### src/rtl/spi_cp_pkg.sv
package spi_cp_pkg;

    localparam int BYTE_W = 8;
    localparam int ADDR_W = 7;

    typedef enum logic [1:0] {
        PH_HDR = 2'd0,
        PH_WR  = 2'd1,
        PH_RD  = 2'd2
    } phase_e;

    typedef struct packed {
        phase_e              phase;
        logic [2:0]          bit_cnt;
        logic [BYTE_W-1:0]   rx_sh;
        logic [ADDR_W-1:0]   addr;
        logic [BYTE_W-1:0]   tx_sh;
        logic                tx_loaded;
        logic                miso;
        logic                irq_arm;
        logic                irq;
        logic                busy;
        logic                sclk_prev;
    } eng_s;

endpackage

### src/rtl/spi_cp_sync.sv
module spi_cp_sync #(
    parameter int                 WIDTH   = 3,
    parameter int                 STAGES  = 2,
    parameter logic [WIDTH-1:0]   RST_VAL = '0
) (
    input  logic             clk,
    input  logic             rst_n,
    input  logic [WIDTH-1:0] din,
    output logic [WIDTH-1:0] dout
);
    logic [WIDTH-1:0] stg_q [STAGES];
    logic [WIDTH-1:0] stg_d [STAGES];

    always_comb begin
        stg_d[0] = din;
        for (int i = 1; i < STAGES; i++) begin
            stg_d[i] = stg_q[i-1];
        end
    end

    generate
        for (genvar g = 0; g < STAGES; g++) begin : g_stage
            always_ff @(posedge clk or negedge rst_n) begin
                if (!rst_n) stg_q[g] <= RST_VAL;
                else        stg_q[g] <= stg_d[g];
            end
        end
    endgenerate

    assign dout = stg_q[STAGES-1];
endmodule

### src/rtl/spi_cp_fifo.sv
module spi_cp_fifo #(
    parameter  int WIDTH = 8,
    parameter  int DEPTH = 8,
    localparam int PW    = (DEPTH > 1) ? $clog2(DEPTH) : 1,
    localparam int LW    = $clog2(DEPTH + 1)
) (
    input  logic             clk,
    input  logic             rst_n,
    input  logic             push,
    input  logic [WIDTH-1:0] wdata,
    input  logic             pop,
    output logic [WIDTH-1:0] head,
    output logic             empty,
    output logic             full,
    output logic [LW-1:0]    level
);
    logic [WIDTH-1:0] mem_q [DEPTH];
    logic [PW-1:0]    wr_q, wr_d, rd_q, rd_d;
    logic [LW-1:0]    cnt_q, cnt_d;
    logic             do_push, do_pop;

    always_comb begin
        wr_d    = wr_q;
        rd_d    = rd_q;
        do_push = push && (cnt_q != LW'(DEPTH));
        do_pop  = pop && (cnt_q != '0);
        if (do_push) wr_d = (wr_q == PW'(DEPTH - 1)) ? '0 : wr_q + 1'b1;
        if (do_pop)  rd_d = (rd_q == PW'(DEPTH - 1)) ? '0 : rd_q + 1'b1;
        cnt_d = cnt_q + LW'(do_push) - LW'(do_pop);
    end

    always_ff @(posedge clk or negedge rst_n) begin
        if (!rst_n) begin
            wr_q  <= '0;
            rd_q  <= '0;
            cnt_q <= '0;
        end else begin
            wr_q  <= wr_d;
            rd_q  <= rd_d;
            cnt_q <= cnt_d;
        end
    end

    always_ff @(posedge clk) begin
        if (do_push) mem_q[wr_q] <= wdata;
    end

    assign head  = mem_q[rd_q];
    assign empty = (cnt_q == '0);
    assign full  = (cnt_q == LW'(DEPTH));
    assign level = cnt_q;
endmodule

### src/rtl/spi_cp_regfile.sv
module spi_cp_regfile #(
    parameter  int NUM_REGS = 8,
    parameter  int WIDTH    = 8,
    localparam int IW       = (NUM_REGS > 1) ? $clog2(NUM_REGS) : 1
) (
    input  logic             clk,
    input  logic             rst_n,
    input  logic             we,
    input  logic [IW-1:0]    widx,
    input  logic [WIDTH-1:0] wdata,
    input  logic [IW-1:0]    rsel,
    output logic [WIDTH-1:0] rdata
);
    logic [WIDTH-1:0] reg_q [NUM_REGS];
    logic [WIDTH-1:0] reg_d [NUM_REGS];

    generate
        for (genvar g = 0; g < NUM_REGS; g++) begin : g_reg
            always_comb begin
                reg_d[g] = reg_q[g];
                if (we && (widx == IW'(g))) reg_d[g] = wdata;
            end
            always_ff @(posedge clk or negedge rst_n) begin
                if (!rst_n) reg_q[g] <= '0;
                else        reg_q[g] <= reg_d[g];
            end
        end
    endgenerate

    assign rdata = reg_q[rsel];
endmodule

### src/rtl/spi_ctrl_port.sv
module spi_ctrl_port
    import spi_cp_pkg::*;
#(
    parameter  int                IN_DEPTH      = 8,
    parameter  int                OUT_DEPTH     = 8,
    parameter  int                NUM_REGS      = 8,
    parameter  logic [ADDR_W-1:0] DATA_ADDR     = 7'h20,
    parameter  int                BUSY_ON_FREE  = 2,
    parameter  int                BUSY_OFF_FREE = 4,
    parameter  int                SYNC_STAGES   = 2,
    localparam int                REG_AW        = (NUM_REGS > 1) ? $clog2(NUM_REGS) : 1,
    localparam int                IN_LW         = $clog2(IN_DEPTH + 1),
    localparam int                OUT_LW        = $clog2(OUT_DEPTH + 1)
) (
    input  logic              clk,
    input  logic              rst_n,
    input  logic              spi_sclk,
    input  logic              spi_cs_n,
    input  logic              spi_mosi,
    output logic              spi_miso,
    output logic              spi_miso_oe,
    output logic              busy_n,
    output logic              irq_n,
    input  logic              rx_pop,
    output logic [BYTE_W-1:0] rx_data,
    output logic              rx_valid,
    input  logic              tx_push,
    input  logic [BYTE_W-1:0] tx_data,
    output logic              tx_full,
    input  logic [REG_AW-1:0] reg_sel,
    output logic [BYTE_W-1:0] reg_value
);
    localparam logic [IN_LW-1:0] BUSY_SET_LVL = IN_LW'(IN_DEPTH - BUSY_ON_FREE);
    localparam logic [IN_LW-1:0] BUSY_CLR_LVL = IN_LW'(IN_DEPTH - BUSY_OFF_FREE);

    logic [2:0]        pin_s;
    logic              sclk_s, cs_n_s, mosi_s;
    logic              sclk_rise, sclk_fall, rd_fall;
    logic              rx_push, rx_empty, rx_full, reg_we, tx_pop, tx_empty;
    logic [IN_LW-1:0]  rx_level;
    logic [OUT_LW-1:0] tx_level;
    logic [BYTE_W-1:0] tx_head, sh_nxt;
    eng_s              q, d;

    spi_cp_sync #(
        .WIDTH  (3),
        .STAGES (SYNC_STAGES),
        .RST_VAL(3'b010)
    ) u_sync (
        .clk  (clk),
        .rst_n(rst_n),
        .din  ({spi_sclk, spi_cs_n, spi_mosi}),
        .dout (pin_s)
    );

    assign {sclk_s, cs_n_s, mosi_s} = pin_s;
    assign sclk_rise = sclk_s & ~q.sclk_prev;
    assign sclk_fall = ~sclk_s & q.sclk_prev;
    assign rd_fall   = sclk_fall & ~cs_n_s & (q.phase == PH_RD);
    assign sh_nxt    = {q.rx_sh[BYTE_W-2:0], mosi_s};

    always_comb begin
        d           = q;
        rx_push     = 1'b0;
        reg_we      = 1'b0;
        tx_pop      = 1'b0;
        d.sclk_prev = sclk_s;

        if (cs_n_s) begin
            d.phase     = PH_HDR;
            d.bit_cnt   = '0;
            d.tx_loaded = 1'b0;
            d.irq_arm   = 1'b1;
        end else if (sclk_rise) begin
            d.rx_sh   = sh_nxt;
            d.bit_cnt = q.bit_cnt + 3'd1;
            if ((q.phase == PH_RD) && (q.bit_cnt == 3'd0) && q.tx_loaded) begin
                tx_pop      = 1'b1;
                d.tx_loaded = 1'b0;
            end
            if (q.bit_cnt == 3'd7) begin
                case (q.phase)
                    PH_HDR: begin
                        d.addr  = sh_nxt[BYTE_W-1:1];
                        d.phase = sh_nxt[0] ? PH_RD : PH_WR;
                    end
                    PH_WR: begin
                        if (q.addr == DATA_ADDR) rx_push = 1'b1;
                        else                     reg_we  = 1'b1;
                    end
                    default: ;
                endcase
            end
        end else if (rd_fall) begin
            d.irq_arm = 1'b0;
            if (q.bit_cnt == 3'd0) begin
                d.tx_sh     = tx_empty ? '0 : tx_head;
                d.tx_loaded = ~tx_empty;
                d.miso      = tx_empty ? 1'b0 : tx_head[BYTE_W-1];
            end else begin
                d.miso = q.tx_sh[3'd7 - q.bit_cnt];
            end
        end

        if (rx_level >= BUSY_SET_LVL)      d.busy = 1'b1;
        else if (rx_level <= BUSY_CLR_LVL) d.busy = 1'b0;

        d.irq = d.irq_arm & ~tx_empty;
    end

    always_ff @(posedge clk or negedge rst_n) begin
        if (!rst_n) begin
            q         <= '0;
            q.phase   <= PH_HDR;
            q.irq_arm <= 1'b1;
        end else begin
            q <= d;
        end
    end

    spi_cp_fifo #(
        .WIDTH(BYTE_W),
        .DEPTH(IN_DEPTH)
    ) u_rx_fifo (
        .clk  (clk),
        .rst_n(rst_n),
        .push (rx_push),
        .wdata(sh_nxt),
        .pop  (rx_pop),
        .head (rx_data),
        .empty(rx_empty),
        .full (rx_full),
        .level(rx_level)
    );

    spi_cp_fifo #(
        .WIDTH(BYTE_W),
        .DEPTH(OUT_DEPTH)
    ) u_tx_fifo (
        .clk  (clk),
        .rst_n(rst_n),
        .push (tx_push),
        .wdata(tx_data),
        .pop  (tx_pop),
        .head (tx_head),
        .empty(tx_empty),
        .full (tx_full),
        .level(tx_level)
    );

    spi_cp_regfile #(
        .NUM_REGS(NUM_REGS),
        .WIDTH   (BYTE_W)
    ) u_regs (
        .clk  (clk),
        .rst_n(rst_n),
        .we   (reg_we),
        .widx (q.addr[REG_AW-1:0]),
        .wdata(sh_nxt),
        .rsel (reg_sel),
        .rdata(reg_value)
    );

    assign rx_valid    = ~rx_empty;
    assign spi_miso    = q.miso;
    assign spi_miso_oe = ~cs_n_s;
    assign busy_n      = ~q.busy;
    assign irq_n       = ~q.irq;
endmodule

### config.mk
export PLATFORM = sky130hd
export DESIGN_NAME = spi_ctrl_port
export DESIGN_NICKNAME = d
export VERILOG_FILES = /design/src/rtl/spi_cp_pkg.sv /design/src/rtl/spi_cp_sync.sv /design/src/rtl/spi_cp_fifo.sv /design/src/rtl/spi_cp_regfile.sv /design/src/rtl/spi_ctrl_port.sv
export SDC_FILE = /design/constraint.sdc
export NUM_CORES = 1
export LEC_CHECK = 0
export ABC_AREA = 1
export ABC_CLOCK_PERIOD_IN_PS = 2500
export BUFFER_PORTS_ARGS = -buffer_cell sky130_fd_sc_hd__buf_2
export CAP_MARGIN = 20
export CORE_ASPECT_RATIO = 1.25
export CORE_UTILIZATION = 30
export DETAILED_ROUTE_END_ITERATION = 8
export GPL_TIMING_DRIVEN = 0
export SYNTH_ARGS = -nofsm -noshare
export SYNTH_HDL_FRONTEND = slang
export SYNTH_SLANG_ARGS = --single-unit
### constraint.sdc
create_clock -name clk -period 2.5 [get_ports clk]
set_input_delay 0.125 -clock clk [delete_from_list [all_inputs] [get_ports clk]]
set_output_delay 0.125 -clock clk [all_outputs]
set_load 0.005 [all_outputs]
Yosys cells after proc, flatten, opt, wreduce, memory -nomap -nowiden --
Memory sizes are Yosys's and may differ from the RTL's. Cells that the tools add are included.
Word-level totals: flip-flop bits (word level) 124, RAM bits 128, input bits 18, output and inout port bits 22, word-level logic and storage cells 154, memories 2
Memory list:
- u_rx_fifo.mem_q | words 8, width 8, rd ports 1, clocked after Yosys merged registers in 0, wr ports 1, line spi_cp_fifo.sv:17 | logic [WIDTH-1:0] mem_q [DEPTH];
- u_tx_fifo.mem_q | words 8, width 8, rd ports 1, clocked after Yosys merged registers in 0, wr ports 1, line spi_cp_fifo.sv:17
Operators by class: add/subtract/negate cells 10, magnitude comparators 4, equal/unequal tests 19, multiplexer cells 45, bitwise gates (word level) 14, reduce and logical (&&, ||, !) cells 33
Operators by type and width (count):
- 1-bit 2-to-1 mux | 28
- 3-bit equality test, second input constant | 9
- 8-bit binary-select mux with 3-bit select | 1
- 8-bit 2-to-1 mux | 3
- 20-bit 2-to-1 mux | 1
- 3-bit by 1-bit adder with 3-bit output, second input constant | 5
- 3-bit 2-to-1 mux | 5
- 1-bit logical AND | 14
- 7-bit 2-to-1 mux | 2
- 3-bit AND reduction | 3
- 4-bit by 1-bit adder with 4-bit output | 2
- 4-bit logical NOT | 2
- 4-bit inequality test, second input constant | 2
- 1-bit NOT | 8
- 4-bit AND reduction | 2
- 2-bit nonzero test | 4
- 4-bit nonzero test | 2
- 4-bit by 1-bit subtractor with 4-bit output | 2
- 7-bit by 6-bit equality test with 1-bit output, second input constant | 1
- 3-bit by 2-bit equality test with 1-bit output, second input constant | 2
- 3-bit logical NOT | 2
- 2-bit 2-to-1 mux | 3
- 3-bit nonzero test | 2
- 1-bit AND | 5
- other kinds (15) | 15

Depth between registers and ports, before layout --
Gate-level depths: netlist of run 1.
depth after elaboration 9, mapped depth 12

Modules after synthesis --
A second synthesis of run 1 with hierarchy kept.
Second synthesis, totals: cell total of the unflattened synthesis 1337, area, all modules 11905.2 um^2
Modules (own cells, without submodules):
- spi_cp_fifo | times used 2, cells an instance 355, area each 3475.8 um^2, sequential area each 2172.1 um^2
- spi_cp_regfile | times used 1, cells an instance 439, area each 3189.3 um^2, sequential area each 1601.5 um^2
- spi_ctrl_port | times used 1, cells an instance 182, area each 1611.5 um^2, sequential area each 827.0 um^2
- spi_cp_sync | times used 1, cells an instance 6, area each 152.6 um^2, sequential area each 152.6 um^2

Worst setup path after synthesis of run 1 --
Ideal clock, no wire load.
kind reg-to-reg, start reg q[29] in the netlist's numbering, end reg u_tx_fifo.cnt_q[2], in the netlist u_tx_fifo.level[2], data arrival time 2.038 ns, data required time 2.377 ns, path slack 0.340 ns, stages on the path, launching flop included 13, path through dfrtp_1 > inv_1 > ha_1 > nand2_1 > nor2_1 > nand3_1 > inv_1 > ha_1 > inv_1 > ha_1 > inv_1 > fa_1 > xnor2_1
On the way: word-level cells in the longest chain between the ends 8
RTL lines:
- start: declaration | line spi_ctrl_port.sv:43 | eng_s q, d;
- 3-bit logical NOT | line spi_ctrl_port.sv:77 | if ((q.phase == PH_RD) && (q.bit_cnt == 3'd0) && q.tx_loaded) begin
- 1-bit logical AND (2 in a row) | line spi_ctrl_port.sv:77
- 1-bit 2-to-1 mux | line spi_ctrl_port.sv:77
- 1-bit 2-to-1 mux | line spi_ctrl_port.sv:74 | end else if (sclk_rise) begin
- 1-bit 2-to-1 mux | line spi_ctrl_port.sv:69 | if (cs_n_s) begin
- 1-bit logical AND | line spi_cp_fifo.sv:26 | do_pop = pop && (cnt_q != '0);
- net u_tx_fifo.do_pop | line spi_cp_fifo.sv:20 | logic do_push, do_pop;
- 4-bit by 1-bit subtractor with 4-bit output | line spi_cp_fifo.sv:29 | cnt_d = cnt_q + LW'(do_push) - LW'(do_pop);
- net u_tx_fifo.cnt_d[2] | line spi_cp_fifo.sv:19 | logic [LW-1:0] cnt_q, cnt_d;
- end signal: assignment | line spi_cp_fifo.sv:40 | cnt_q <= cnt_d;
- end: declaration | line spi_cp_fifo.sv:19
The timed path passes the listed nets, and every way through them passes these cells. A chain may end at the register's enable or synchronous reset.

Final worst setup path of run 1 --
start reg q[29] in the netlist's numbering, end mem u_rx_fifo.mem_q[7][2] (enable)
On the way: word-level cells in the longest chain between the ends 7
RTL lines:
- 3-bit equality test | line spi_ctrl_port.sv:81 | if (q.bit_cnt == 3'd7) begin
- 1-bit 2-to-1 mux | line spi_ctrl_port.sv:81
- 1-bit 2-to-1 mux | line spi_ctrl_port.sv:74
- 1-bit 2-to-1 mux | line spi_ctrl_port.sv:69
- 1-bit logical AND | line spi_cp_fifo.sv:25 | do_push = push && (cnt_q != LW'(DEPTH));
- 1-bit 2-to-1 mux | line spi_cp_fifo.sv:45 | if (do_push) mem_q[wr_q] <= wdata;
- 1-bit 2-to-1 mux (not written as such) | line spi_cp_fifo.sv:45
- end: declaration | line spi_cp_fifo.sv:17
No other way between the ends.

==> results_dict.tcl, run 1 <==
set metrics [dict create \
    outcome "finished, final reports clean" \
    core-area_um2 36500 \
    grt_pass1_wl_mm 42.3 \
    slowest_stage "nor2_2" \
    worstRegToRegCells 8 \
    die_area_um2 37900 \
    area_growth_pct 17.1 \
    grt_use_met3 0.0185 \
    synth-edff-count 128 \
    rsz0062_at_grt "yes" \
    path_cells "ha_1 -> ha_1 -> inv_1 -> nor2_4 -> nand2_4 -> inv_1 -> nand4_1 -> nor2_2" \
    ys_ff_latch 251 \
    clock-sinks 251 \
    n_antenna_cell 0 \
    async_reset_ff_frac 0.490 \
    synth_commonest_cells "269 x nand2_1, 186 x nor2_1, 138 x o21ai_0" \
    clock-root-buffer "clkbuf_16" \
    antenna_found_initial 0 \
    io_buffers 38 \
    rrSetupSlack_ps 110 \
    clk_path_buf_depth 3 \
    synthTopCellsByArea "edfxtp_1 34%, dfrtp_1 27%, nand2_1 9.1%" \
    rr_endpoint "u_rx_fifo.mem_q[7][2]$_DFFE_PP_" \
    wl_per_cell_um 14.9 \
    synth.lib_cells_used.distinct 36 \
    drc 0 \
    path_max_fanout 8 \
    final_area_um2 13100 \
    power.density_nw_per_um2 850 \
    worst_slew_margin_rel 0.428 \
    yosysTopAreaCell "edfxtp_1" \
    grt_pass1_vias 8235 \
    fin_crit_sh 0.956 \
    syn-cell-area_um2 11200 \
    clk_latency_ps 550 \
    vias 8149 \
    multi_input_area_um2 3720 \
    place_area_um2 12000 \
    layout.nets 1289 \
    dp_hpwl_mm 17.5 \
    worstMarginPinSlew_ps 855 \
    r2r-start "q[29]$_DFFE_PN0N_" \
    grt-busiest-layer "met2" \
    ios 40 \
    hold_class "in2async" \
    start_util 0.305 \
    drive_above_1_share 0.105 \
    syn-num-nets 1208 \
    numCtsBuffers 27 \
    max_freq_mhz 418 \
    slew_viol_final 0 \
    finalHoldViolCount 0 \
    path_class "reg2reg" \
    slowest_delay_ps 520 \
    clk_pin_slew_ps 60 \
    register_area_um2 6930 \
    drtPass1Iterations 5 \
    grtUsageMet1 0.163 \
    drtAntennaViolNets 0 \
    peakVddDrop_v 0.000483 \
    place.gp.congestion 0.839 \
    worstPathArrival_ps 2570 \
    track_usage 0.140 \
    synth_most_common_cell "nand2_1" \
    synth_top_area_frac 0.345 \
    setup_violations 0 \
    synth.avg_cell_area_um2 9.60 \
    seq_area_frac_synth 0.621 \
    fin_tns_setup_ps 0 \
    cp.required_ps 2680 \
    grt_overflow 0 \
    synthFlopType "edfxtp_1" \
    met2_usage 0.258 \
    skew_ps 24.1 \
    maxCapViolations 0 \
    startpoint_type "flip-flop" \
    drt-total-wl_mm 25.9 \
    drt_iter0_drc 506 \
    die_h_um 218 \
    cts_tree "done" \
    syn-instance-count 1162 \
    die_w_um 174 \
    routed_via_density 4.68 \
    nFillCells 3731 \
    grt_max_degree 97 \
    p_leak_nw 5.74 \
    ctsHtreeMaxLevel 1 \
    cp-end-kind "flip-flop" \
    fin_crit_ps 2390 \
    rows 78 \
    ys_warn_count 0 \
]
sequential cells by signal, indices dropped and copies added, names as in the netlist:
signal	cells
u_tx_fifo.rd_q	3
u_sync.dout	3
u_sync.stg_d	3
u_tx_fifo.wr_q	3
u_rx_fifo.wr_q	3
u_rx_fifo.level	4
u_rx_fifo.rd_q	3
u_tx_fifo.level	4
u_tx_fifo.mem_q	64
u_regs.reg_q	64
u_rx_fifo.mem_q	64
spi_miso	1
q	32
cells by family (layout without fill, tap and decap cells):
group           Yosys count  after routing  synth area share
simple gates            588            588             0.222
flops                   251            251             0.621
compound gates          161            161            0.0730
buf+inv                 130            231            0.0484
fa+ha+maj                28             28            0.0328
xor+xnor                  4              4           0.00314
worst max path at each step:
stage / startpoint / to / slack (ps) / depth (start not counted)
2_1_floorplan: q[29]$_DFFE_PN0N_ / u_tx_fifo.level[2]$_DFF_PN0_ / 340 / 12
3_3_place_gp: rst_n / u_tx_fifo.wr_q[2]$_DFFE_PN0P_ / -400 / 1
3_5_place_dp: q[29]$_DFFE_PN0N_ / u_rx_fifo.mem_q[4][2]$_DFFE_PP_ / -140 / 8
4_1_cts: q[29]$_DFFE_PN0N_ / u_rx_fifo.mem_q[6][4]$_DFFE_PP_ / -50 / 8
5_1_grt: q[29]$_DFFE_PN0N_ / u_rx_fifo.mem_q[7][6]$_DFFE_PP_ / -40 / 8
6_report: q[29]$_DFFE_PN0N_ / u_rx_fifo.mem_q[7][2]$_DFFE_PP_ / 110 / 8
stage by stage:
| stage | setup slack, ps | util | total power [W] | instances | hold WS [ps] |
|---|---|---|---|---|---|
| floorplan | 340 | - | 0.00633 | 1162 | -171 |
| global placement | -397 | 0.327 | 0.00706 | 1680 | 251 |
| detailed placement | -140 | 0.328 | 0.00712 | 1681 | 20.0 |
| CTS | -54.5 | 0.357 | 0.0112 | 1743 | 18.6 |
| global route | -38.2 | 0.358 | 0.0117 | 1743 | 32.1 |
| finish | 110 | 0.358 | 0.0111 | 1743 | 28.0 |
report_power, final:
group / total (W) / internal [W] / switching (W)
clock: 0.00408 / 0.00245 / 0.00162
sequential: 0.00495 / 0.00473 / 0.000218
combinational: 0.00208 / 0.000720 / 0.00136
layer usage:
layer / wire, µm / vias to the layer above
met2: 13300 / 176
met5: 0 / -
met1: 10700 / 3906
met4: 872 / 0
li1: - / 4006
met3: 1050 / 61
final cells by class:
cell class	count	share of cell area
well taps	480	0.0460
plain buffers	49	0.0183
multi-input cells	781	0.284
inverters	80	0.0230
flip-flops and latches	251	0.530
clock buffers	38	0.0587
repair buffers	53	0.0279
clock inverters	11	0.0113
critical path, delay by kind of cell, from the launching register on:
kind	cells	cell delay, ps
fa+ha+maj	2	390
buf+inv	2	180
flops	1	430
simple gates	4	1030
repair_timing:
item	CTS	global route
endpoints found under the hold margin	189	0
setup endpoints to repair	59	67
gates resized for setup	5	13
hold buffers	14	0
buffers inserted	0	0
placed cells by master (no fill, tap or decap), drive strengths merged:
cell and n:
dlygate4sd3 14, dfstp 3, nand3b 1, xnor2 4, o21ai 149, a211o 1
a21oi 8, o22ai 2, nand2 275, o31ai 1, nor2 193, nand3 113
nand4 2, dfrtp 120, edfxtp 128, buf 55, or2 1, inv 77
bufinv 3, fa 2, clkinv 11, nor3 3, ha 26, clkbuf 71
(Power assumes the default switching activity.)
==> run 2: changes to the inputs <==
- CORE_ASPECT_RATIO: 1.25 -> 0.8
==> run 2 against run 1 <==
Against the previous run: critical path depth is the same; clock power shrank 4%; routed wire length grew 0.28%; core utilization grew 0.44 points; via count grew 0.15%; first-iteration DRC count grew 30%; combinational power grew 2%; non-clock buffer count grew 5; global-route usage grew 0.15 points; highest routed layer unchanged.
==> results_dict.tcl, run 2 (same netlist as run 1, synthesis figures left out) <==
set metrics [dict create \
    dp_hpwl_mm 17.1 \
    clock-sinks 251 \
    numCtsBuffers 26 \
    power.density_nw_per_um2 837 \
    vias 8161 \
    rows 62 \
    cp.required_ps 2670 \
    path_class "reg2reg" \
    drtPass1Iterations 5 \
    path_max_fanout 8 \
    core-area_um2 36200 \
    startpoint_type "flip-flop" \
    routed_via_density 4.67 \
    cts_tree "done" \
    clk_path_buf_depth 3 \
    grt_pass1_wl_mm 42.9 \
    maxCapViolations 0 \
    ctsHtreeMaxLevel 1 \
    fin_crit_ps 2370 \
    worst_slew_margin_rel 0.454 \
    worst_slack_ps 134 \
    setup_violations 0 \
    grt_pass1_vias 8115 \
    clk_pin_slew_ps 70 \
    drt_iter0_drc 656 \
    start_util 0.308 \
    max_freq_mhz 423 \
    drtAntennaViolNets 0 \
    die_w_um 218 \
    final_cell_mix "269 x nand2_1, 177 x nor2_1, 138 x o21ai_0" \
    rsz0062_at_grt "yes" \
    grt_max_degree 66 \
    outcome "finished, final reports clean" \
    antenna_found_initial 0 \
    track_usage 0.141 \
    finalHoldViolCount 0 \
    multi_input_area_um2 3730 \
    fin_tns_setup_ps 0 \
    clock-root-buffer "clkbuf_16" \
    die_area_um2 37900 \
    die_h_um 174 \
    p_leak_nw 5.75 \
    reg.largest.list "u_regs.reg_q: 64 flops, u_rx_fifo.mem_q: 64 flops, u_tx_fifo.mem_q: 64 flops" \
    worstPathArrival_ps 2530 \
    fin_crit_sh 0.946 \
    layout.nets 1293 \
    place.gp.congestion 0.821 \
    n_antenna_cell 0 \
    area_growth_pct 17.7 \
    register_area_um2 6930 \
    drt-total-wl_mm 26.0 \
    rrSetupSlack_ps 130 \
    peakVddDrop_v 0.000572 \
    drive_above_1_share 0.108 \
    nFillCells 3612 \
    slew_viol_final 0 \
    post-place-ws_ps -139 \
    mostFrequentLayoutCell "nand2_1" \
    hold_class "in2async" \
    skew_ps 11.5 \
    utilization 0.362 \
    io_buffers 38 \
    cp-end-kind "flip-flop" \
    clk_latency_ps 540 \
    wl_per_cell_um 14.9 \
    drc 0 \
    ios 40 \
    grt_overflow 0 \
    worstMarginPinSlew_ps 815 \
]
-- run 2: cell types whose count changed in the layout (fill, tap and decap cells not counted), moves of 2 or more --
cell        change
buf_12          +4
clkbuf_8        -5
clkbuf_1        -3
nor2_4          +2
bufinv_16       -2
clkinv_1        +2
clkbuf_16       +3
clkinvlp_4      +3
-- run 2: final cells by class --
type / count / area share
Clock buffer: 34 / 0.0584
Tap cell: 480 / 0.0458
Inverter: 80 / 0.0229
Multi-Input combinational cell: 781 / 0.284
Clock inverter: 14 / 0.00839
Buffer: 49 / 0.0182
Sequential cell: 251 / 0.528
Timing Repair Buffer: 58 / 0.0344
-- run 2: where the power goes --
part	switching, W	internal (W)	leakage [nW]
Clock	0.00165	0.00228	0.423
Sequential	0.000210	0.00473	2.82
Combinational	0.00140	0.000726	2.51
Total	0.00326	0.00773	5.75
-- run 2: routing by layer --
layer,wire [µm],track usage
met1,12500,0.203
met2,11800,0.224
met3,1230,0.0213
met4,491,0.0335
met5,0,0
-- run 2: final timing paths --
path / start / endpoint / depth (start not counted)
min in group clk: spi_mosi / u_sync.stg_d[0]$_DFF_PN0_ / 2
worst min-delay path: rst_n / u_regs.reg_q[0]$_DFFE_PN0P_ / 2
worst max register to register: q[29]$_DFFE_PN0N_ / u_rx_fifo.mem_q[4][6]$_DFFE_PP_ / 8
worst max-delay path: q[29]$_DFFE_PN0N_ / u_rx_fifo.mem_q[4][6]$_DFFE_PP_ / 8
max in group asynchronous: rst_n / u_sync.stg_d[1]$_DFF_PN1_ / 3
worst min register to register: u_sync.stg_d[2]$_DFF_PN0_ / u_sync.dout[2]$_DFF_PN0_ / 0
-- run 2: worst max-delay path, stage by stage, from the launching register on --
cell and delay [ps]:
dfrtp_2 430, ha_1 190, ha_1 190, inv_1 70, nor2_4 130, nand2_4 100, inv_1 100, nand4_1 230
nor2_2 550
-- run 2: per-stage QoR --
step / instance area [µm²] / cells / hold slack [ps] / power [W]
after floorplan: 11200 / 1162 / -171 / 0.00633
after global placement: 11900 / 1680 / 248 / 0.00708
after detailed placement: 12000 / 1681 / 150 / 0.00715
after CTS: 13000 / 1743 / 156 / 0.0111
after global routing: 13100 / 1747 / 183 / 0.0116
final: 13100 / 1747 / 140 / 0.0110
-- run 2: what timing repair did --
action,4_1_cts,5_1_grt
hold buffers,14,0
endpoints found under the setup margin,46,75
endpoints found under the hold margin,127,0
gates resized for setup,6,15
pin swaps,0,4
gates cloned,0,0
buffers inserted,0,5
==> run 3: changes to the inputs <==
- RECOVER_POWER: unset -> 25
==> run 3 against run 2 <==
Against the previous run: the flow now finishes with violations (capacitance limit, slew limit); first-iteration DRC count shrank 2.9%; clock power is essentially flat; hold slack gained 100 ps; critical path depth is the same; global-route usage is the same; core utilization is essentially flat; via count shrank 0.29%; fmax is essentially flat; final cell count is the same; routed wire length shrank 0.19%; combinational power is essentially flat; critical path type unchanged; largest cell class unchanged; highest routed layer unchanged.
==> results_dict.tcl, run 3 (same netlist as run 1, synthesis figures left out) <==
set metrics [dict create \
    outcome "finished with violations" \
    violations "capacitance limit, slew limit" \
    skew_ps 11.6 \
    p_int_w 0.00773 \
    area_growth_pct 17.5 \
    pwr-share-comb 0.193 \
    grt_max_degree 66 \
    worstMarginPinSlew_ps 1560 \
    grt_overflow 0 \
    setup_violations 0 \
    startpoint_type "flip-flop" \
    finalHoldViolCount 0 \
    start_util 0.308 \
    n_antenna_cell 0 \
    netSwitchingFraction 0.296 \
    die_h_um 174 \
    rsz0062_at_grt "yes" \
    grt_pass1_wl_mm 42.9 \
    path_class "reg2reg" \
    core-area_um2 36200 \
    track_usage 0.141 \
    ctsHtreeMaxLevel 1 \
    cp.required_ps 2670 \
    clock-root-buffer "clkbuf_16" \
    fin_crit_ps 2370 \
    die_w_um 218 \
    numCtsBuffers 26 \
    ios 40 \
    cp-end-kind "flip-flop" \
    p_clk_frac 0.357 \
    drtPass1Iterations 5 \
    power_frac_seq 0.450 \
    hold_class "in2reg" \
    cts_tree "done" \
    clk_pin_slew_ps 60 \
    fin_crit_sh 0.946 \
    mostFrequentLayoutCell "nand2_1" \
    p_leak_nw 5.72 \
    reg.largest.list "u_regs.reg_q: 64 flops, u_rx_fifo.mem_q: 64 flops, u_tx_fifo.mem_q: 64 flops" \
    vias 8137 \
    routed_via_density 4.66 \
    path_max_fanout 8 \
    place.gp.congestion 0.821 \
    peakVddDrop_v 0.000571 \
    io_buffers 38 \
    clk_path_buf_depth 3 \
    whs_ps 244 \
    antenna_found_initial 0 \
    grt_pass1_vias 8115 \
    power.density_nw_per_um2 838 \
    rows 62 \
    drt-total-wl_mm 25.9 \
    drt_iter0_drc 637 \
    clk_latency_ps 540 \
    clock-sinks 251 \
    drive_above_1_share 0.101 \
    worstPathArrival_ps 2530 \
    max_freq_mhz 423 \
    maxCapViolations 1 \
    final_cell_mix "269 x nand2_1, 177 x nor2_1, 138 x o21ai_0" \
    drtAntennaViolNets 0 \
    die_area_um2 37900 \
    utilization 0.362 \
    dp_hpwl_mm 17.1 \
    slew_viol_final 59 \
    drc 0 \
    worst_slew_margin_rel -0.0393 \
    p_switching_w 0.00326 \
    layout.nets 1293 \
    wl_per_cell_um 14.9 \
]
run 3: critical path, stage by stage, from the launching register on:
cell and delay (ps):
dfrtp_2 430, ha_1 190, ha_1 190, inv_1 70
nor2_4 130, nand2_4 100, inv_1 100, nand4_1 230
nor2_2 550
run 3: metrics by stage:
| step | power (W) | worst slack (ps) | setup TNS [ps] | cell area, µm² | cells |
|---|---|---|---|---|---|
| finish | 0.0110 | 134 | 0 | 13100 | 1747 |
| global route | 0.0116 | -20.9 | -126 | 13100 | 1747 |
| CTS | 0.0111 | -58.8 | -773 | 13000 | 1743 |
| detailed placement | 0.00715 | -139 | -3300 | 12000 | 1681 |
| global placement | 0.00708 | -455 | -55070 | 11900 | 1680 |
| floorplan | 0.00633 | 340 | 0 | 11200 | 1162 |
run 3: final cells by class:
| type | count | area [µm²] |
|---|---|---|
| inverter | 80 | 300 |
| fill | 3615 | 23100 |
| sequential | 251 | 6930 |
| clock buffer | 34 | 766 |
| timing repair buffer | 58 | 434 |
| tap | 480 | 601 |
| multi-input combinational | 781 | 3730 |
| buffer | 49 | 239 |
| clock inverter | 14 | 110 |
run 3: what timing repair did:
item,in CTS,in global routing
hold endpoints to repair,127,0
gates resized for setup,6,15
pin swaps,0,4
setup buffers,0,5
endpoints found under the setup margin,46,75
hold buffers,14,0
run 3: path summary, 6_finish.rpt:
check	from	to	slack (ps)	cells past startpoint
worst max-delay path	q[29]$_DFFE_PN0N_	u_rx_fifo.mem_q[4][6]$_DFFE_PP_	130	8
worst min-delay path	spi_cs_n	u_sync.stg_d[1]$_DFF_PN1_	240	2
worst max register to register	q[29]$_DFFE_PN0N_	u_rx_fifo.mem_q[4][6]$_DFFE_PP_	130	8
worst min register to register	u_sync.stg_d[2]$_DFF_PN0_	u_sync.dout[2]$_DFF_PN0_	350	0
max in group asynchronous	rst_n	u_sync.stg_d[1]$_DFF_PN1_	920	3
min in group asynchronous	rst_n	u_regs.reg_q[0]$_DFFE_PN0P_	520	2
run 3: power groups by stage:
stage | clock, W | sequential [W] | combinational [W]
6_report | 0.00393 | 0.00494 | 0.00212
5_1_grt | 0.00415 | 0.00498 | 0.00246
4_1_cts | 0.00400 | 0.00492 | 0.00217
3_5_place_dp | 0 | 0.00500 | 0.00214
3_3_place_gp | 0 | 0.00499 | 0.00208
2_1_floorplan | 0 | 0.00494 | 0.00139
run 3: metal layers:
metal | share of wire | track usage | vias up
met1 | 0.48 | 0.203 | 3919
met2 | 0.45 | 0.224 | 170
met5 | 0 | 0 | -
li1 | - | - | 4010
met4 | 0.019 | 0.0335 | 0
met3 | 0.044 | 0.0213 | 38
